### src/rtl/ici_pkg.sv
package ici_pkg;
  typedef enum logic [1:0] {
    OP_RAISE  = 2'b00,
    OP_STATUS = 2'b01,
    OP_SOURCE = 2'b10,
    OP_ACK    = 2'b11
  } ici_op_e;
endpackage

### src/rtl/ici_cmd_decode.sv
module ici_cmd_decode
  import ici_pkg::*;
#(
  parameter int N_CORES = 4,
  parameter int ID_W    = 2
) (
  input  logic                            cmd_valid,
  input  logic [1:0]                      cmd_op,
  input  logic [ID_W-1:0]                 cmd_core,
  input  logic [ID_W-1:0]                 cmd_param,
  output logic [N_CORES-1:0][N_CORES-1:0] set_mat,
  output logic [N_CORES-1:0][N_CORES-1:0] clr_mat,
  output logic                            rd_status,
  output logic                            rd_source
);
  ici_op_e op;
  logic    core_ok;
  logic    param_ok;
  logic    is_raise;
  logic    is_ack;

  always_comb begin
    op        = ici_op_e'(cmd_op);
    core_ok   = (32'(cmd_core)  < N_CORES);
    param_ok  = (32'(cmd_param) < N_CORES);
    is_raise  = cmd_valid && (op == OP_RAISE) && core_ok && param_ok
                && (cmd_param != cmd_core);
    is_ack    = cmd_valid && (op == OP_ACK) && core_ok && param_ok;
    rd_status = cmd_valid && (op == OP_STATUS);
    rd_source = cmd_valid && (op == OP_SOURCE);
  end

  // set_mat / clr_mat are indexed [target][sender]
  for (genvar t = 0; t < N_CORES; t++) begin : g_tgt
    for (genvar s = 0; s < N_CORES; s++) begin : g_snd
      always_comb begin
        set_mat[t][s] = is_raise && (32'(cmd_param) == t) && (32'(cmd_core) == s);
        clr_mat[t][s] = is_ack   && (32'(cmd_core)  == t) && (32'(cmd_param) == s);
      end
    end
  end
endmodule

### src/rtl/ici_pend_matrix.sv
module ici_pend_matrix #(
  parameter int N_CORES = 4
) (
  input  logic                            clk,
  input  logic                            rst_n,
  input  logic [N_CORES-1:0][N_CORES-1:0] set_mat,
  input  logic [N_CORES-1:0][N_CORES-1:0] clr_mat,
  output logic [N_CORES-1:0][N_CORES-1:0] pend_q
);
  for (genvar t = 0; t < N_CORES; t++) begin : g_tgt
    for (genvar s = 0; s < N_CORES; s++) begin : g_snd
      logic cell_en;
      logic cell_d;

      always_comb begin
        cell_en = set_mat[t][s] | clr_mat[t][s];
        cell_d  = set_mat[t][s] & ~clr_mat[t][s];
      end

      always_ff @(posedge clk or negedge rst_n) begin
        if (!rst_n) begin
          pend_q[t][s] <= 1'b0;
        end else if (cell_en) begin
          pend_q[t][s] <= cell_d;
        end
      end
    end
  end
endmodule

### src/rtl/ici_readback.sv
module ici_readback #(
  parameter int N_CORES = 4,
  parameter int ID_W    = 2,
  parameter int RB_W    = 32
) (
  input  logic                            clk,
  input  logic                            rst_n,
  input  logic                            rd_status,
  input  logic                            rd_source,
  input  logic [ID_W-1:0]                 cmd_core,
  input  logic [ID_W-1:0]                 cmd_param,
  input  logic [N_CORES-1:0][N_CORES-1:0] pend_q,
  output logic [RB_W-1:0]                 readback
);
  logic [RB_W-1:0] rb_d;
  logic            rb_en;

  always_comb begin
    rb_en = rd_status | rd_source;
    rb_d  = '0;
    if (rd_source) begin
      if (32'(cmd_core) < N_CORES) rb_d = RB_W'(pend_q[cmd_core]);
    end else if (rd_status) begin
      if (32'(cmd_param) < N_CORES) rb_d = RB_W'(|pend_q[cmd_param]);
    end
  end

  always_ff @(posedge clk or negedge rst_n) begin
    if (!rst_n) begin
      readback <= '0;
    end else if (rb_en) begin
      readback <= rb_d;
    end
  end
endmodule

### src/rtl/ici_unit.sv
module ici_unit #(
  parameter int N_CORES = 4,
  parameter int ID_W    = (N_CORES > 1) ? $clog2(N_CORES) : 1,
  parameter int RB_W    = 32
) (
  input  logic                 clk,
  input  logic                 rst_n,
  input  logic                 cmd_valid,
  input  logic [1:0]           cmd_op,
  input  logic [ID_W-1:0]      cmd_core,
  input  logic [ID_W-1:0]      cmd_param,
  output logic [N_CORES-1:0]   irq,
  output logic [RB_W-1:0]      readback
);
  localparam int SYNC_STAGES = 2;

  logic [SYNC_STAGES-1:0]          rst_sync_q;
  logic                            rst_n_sync;
  logic [N_CORES-1:0][N_CORES-1:0] set_mat;
  logic [N_CORES-1:0][N_CORES-1:0] clr_mat;
  logic [N_CORES-1:0][N_CORES-1:0] pend_q;
  logic                            rd_status;
  logic                            rd_source;

  // reset asserts at once, releases after SYNC_STAGES edges
  always_ff @(posedge clk or negedge rst_n) begin
    if (!rst_n) begin
      rst_sync_q <= '0;
    end else begin
      rst_sync_q <= {rst_sync_q[SYNC_STAGES-2:0], 1'b1};
    end
  end

  always_comb rst_n_sync = rst_sync_q[SYNC_STAGES-1];

  ici_cmd_decode #(.N_CORES(N_CORES), .ID_W(ID_W)) u_dec (
    .cmd_valid (cmd_valid),
    .cmd_op    (cmd_op),
    .cmd_core  (cmd_core),
    .cmd_param (cmd_param),
    .set_mat   (set_mat),
    .clr_mat   (clr_mat),
    .rd_status (rd_status),
    .rd_source (rd_source)
  );

  ici_pend_matrix #(.N_CORES(N_CORES)) u_mat (
    .clk     (clk),
    .rst_n   (rst_n_sync),
    .set_mat (set_mat),
    .clr_mat (clr_mat),
    .pend_q  (pend_q)
  );

  ici_readback #(.N_CORES(N_CORES), .ID_W(ID_W), .RB_W(RB_W)) u_rb (
    .clk       (clk),
    .rst_n     (rst_n_sync),
    .rd_status (rd_status),
    .rd_source (rd_source),
    .cmd_core  (cmd_core),
    .cmd_param (cmd_param),
    .pend_q    (pend_q),
    .readback  (readback)
  );

  for (genvar t = 0; t < N_CORES; t++) begin : g_irq
    always_comb irq[t] = |pend_q[t];
  end
endmodule

### config.mk
export PLATFORM = sky130hd
export DESIGN_NAME = ici_unit
export DESIGN_NICKNAME = d
export VERILOG_FILES = /design/src/rtl/ici_pkg.sv /design/src/rtl/ici_cmd_decode.sv /design/src/rtl/ici_pend_matrix.sv /design/src/rtl/ici_readback.sv /design/src/rtl/ici_unit.sv
export SDC_FILE = /design/constraint.sdc
export NUM_CORES = 1
export LEC_CHECK = 0
export BUFFER_PORTS_ARGS = -buffer_cell sky130_fd_sc_hd__buf_2
export CORE_MARGIN = 2
export CORE_UTILIZATION = 54
export CTS_CLUSTER_SIZE = 8
export DETAILED_ROUTE_END_ITERATION = 7
export GPL_ROUTABILITY_DRIVEN = 1
export GPL_TIMING_DRIVEN = 0
export PLACE_DENSITY_LB_ADDON = 0.3
export RECOVER_POWER = 25
export SLEW_MARGIN = 20
export SYNTH_ARGS = -nofsm -noshare
export SYNTH_HDL_FRONTEND = slang
export SYNTH_SLANG_ARGS = --single-unit
### constraint.sdc
create_clock -name clk -period 3.2 [get_ports clk]
set_clock_uncertainty 0.15 [all_clocks]
set_input_delay 0.96 -clock clk [delete_from_list [all_inputs] [get_ports clk]]
set_output_delay 0.96 -clock clk [all_outputs]
set_load 0.01 [all_outputs]
==> metrics.md <==
| Metric | Value |
|---|---|
| Status | complete, no violations |
| Seq pwr share | 0.555 |
| Fin nets | 204 |
| Clock Latency Late Sink | 320 ps |
| Drc violations | 0 |
| Share of the yosys chip area belonging to registers | 0.397 |
| Combinational share of power | 0.195 |
| GR Overflow Total | 0 |
| Synth-to-layout area growth | 16.6% |
| Cell taking the most area after synthesis | dfrtp_1 |
| Pwr/cell area | 327 nW/µm² |
| Syn avg cell area | 9.30 µm² |
| CTS Buf Count | 3 |
| Total wire length | 3.01 mm |
| Req. time, crit path | 2090 ps |
| Ant. Diodes | 0 |
| Most frequent cells in the layout | conb_1 (29), buf_4 (28), dfrtp_1 (22), o21ai_0 (19), a21oi_1 (19) |
| Initial core utilization | 0.565 |
| CTS root buffer | clkbuf_4 |
| Htree depth | 1 |
| Tightest Pin Transition | 784 ps |
| First-pass detailed-route iteration total | 4 |
| Setup violations, final | 0 |
| Largest net degree at the start of global routing | 21 |
| Largest cells by area after synthesis | dfrtp_1 (40%), buf_4 (15%), a21oi_1 (6.9%) |
| HP Class | flip-flop to asynchronous set/reset pin |
| Die area | 2990 µm² |
| Clk slew on worst S/H paths | 130 ps |
| TNS Setup | 0 ps |
| GRT Resource Usage Total | 0.224 |
| Global-route wire length before repair | 4.66 mm |
| Yosys Warn Count | 0 |
| Netlist Area Pre-Place | 1390 µm² |
| Row Count | 18 |
| Number of synthesized flops with an enable pin | 0 |
| Worst ir drop on vdd | 253 µV |
| Clock sink count | 22 |
| I/O Buffers | 14 |
| Hold buffers post-CTS | 0 |
| Most common cell after layout, fill and taps aside | conb_1 |
| Core area | 2450 µm² |
| Share of layout cells above drive strength 1 | 0.275 |
| Die Width | 54.7 µm |
| Fraction of registers with async set/reset | 1.00 |
| Placer Congestion | 0.937 |
| CP Max Fanout | 4 |
| Vias in the first global route | 1017 |
| Synth Instances | 149 |
| Crit start category | flip-flop |
| Hold_ws | 173 ps |
| Ys flop type | dfrtp_1 |
| I/O pin total | 45 |
| Final hold vios | 0 |
| Synth top area share | 0.397 |
| Sw Pwr | 0.153 mW |
| Lkg Pwr | 0.782 nW |
| PostCTS Resize Cnt | 0 |
| Fin crit share | 0.808 |
| Distinct cells, synth | 32 |
| Final ANT Viol Nets | 0 |
| Critical setup path kind | flip-flop to output pin |
| Initial antenna violation count | 0 |
| Sw Ratio | 0.290 |
| DR vias | 1202 |
| Fmax | 387 MHz |
| RSZ-0062 raised after global routing | false |
| Final HPWL DP | 2.29 mm |
| Via density | 5.39 |
| Final Critical Period | 2580 ps |
| Worst slew margin | 0.477 |
| CP Capture Type | output pin |
| CTS tree | done |
| Number of max-cap violations | 0 |
| Max-slew violations | 0 |
| DR iter-0 viols | 60 |
| CTS Buffer Depth | 2 |
| DR WL/cell | 13.5 µm |
| Flops & latches, synth | 22 |
| CP arrival | 1470 ps |
| Internal | 0.375 mW |
| Clk pwr share | 0.249 |
| Post-CTS setup buffer count | 0 |
| Die H | 54.7 µm |
==> final timing paths <==
check,startpoint,to,slack (ps),cells past startpoint
min in group clk,rst_sync_q[0],rst_sync_q[1],210,0
worst min register to register,rst_sync_q[1],u_rb.readback[1],170,0
max in group asynchronous,rst_sync_q[1],u_mat.pend_q[13],2240,0
worst max-delay path,u_mat.pend_q[1],irq[0],620,2
worst max register to register,u_mat.pend_q[1],u_rb.readback[0],1280,4
worst min-delay path,rst_sync_q[1],u_rb.readback[1],170,0
==> state kept, by name, summed over array words and instances, names as in the netlist <==
name and cells:
u_mat.pend_q 16, rst_sync_q 2, u_rb.readback 4
==> metrics by stage <==
step	cell area [µm²]	total power, mW	utilization	setup slack [ps]	std cells
finish	1620	0.528	0.659	616	223
global route	1620	0.551	0.659	577	223
CTS	1620	0.531	0.659	609	223
detailed placement	1600	0.400	0.650	675	220
global placement	1600	0.398	0.650	679	220
floorplan	1490	0.378	-	926	176
==> per-layer routing <==
metal / up-vias / wire length [µm] / global-route usage / share of wire
met3: 10 / 244 / 0.0383 / 0.081
li1: 565 / - / - / -
met2: 57 / 1470 / 0.333 / 0.49
met4: 0 / 91 / 0.117 / 0.030
met5: - / 0 / 0 / 0
met1: 570 / 1210 / 0.313 / 0.40
==> cell usage after synthesis, types with 3 or more instances <==
cell type  count
o31a_1         3
nor4_1         3
o21ai_0       19
mux4_2         3
nor2_1         5
or4_4          3
nand2_1        7
nand3_1        4
buf_4         28
buf_1          3
clkbuf_1       4
a21oi_1       19
dfrtp_1       22
==> cells by family after synthesis <==
kind of cell	synth area share
AND/OR/NAND/NOR	0.166
other	0.00542
buffers and inverters	0.183
AO/OA/AOI/OAI	0.166
multiplexers	0.0821
flip-flops	0.397
==> critical path: stages, from the launching register on <==
cell	delay (ps)
dfrtp_1	450
or4_4	560
buf_2	160
==> power by group through the flow <==
stage / Sequential, mW / Clock, mW / Combinational (mW)
3_5_place_dp: 0.299 / 0 / 0.101
4_1_cts: 0.294 / 0.136 / 0.101
2_1_floorplan: 0.299 / 0 / 0.0785
6_report: 0.293 / 0.132 / 0.103
5_1_grt: 0.296 / 0.139 / 0.116
3_3_place_gp: 0.299 / 0 / 0.0996
==> final cells by class <==
cell class / instances / area, µm²
multi-input combinational: 115 / 683
tap: 30 / 37.5
timing repair buffer: 14 / 68.8
clock buffer: 3 / 22.5
fill: 217 / 838
buffer: 37 / 246
inverter: 2 / 7.51
sequential: 22 / 551
No activity file was read; power rests on OpenSTA's default activity.
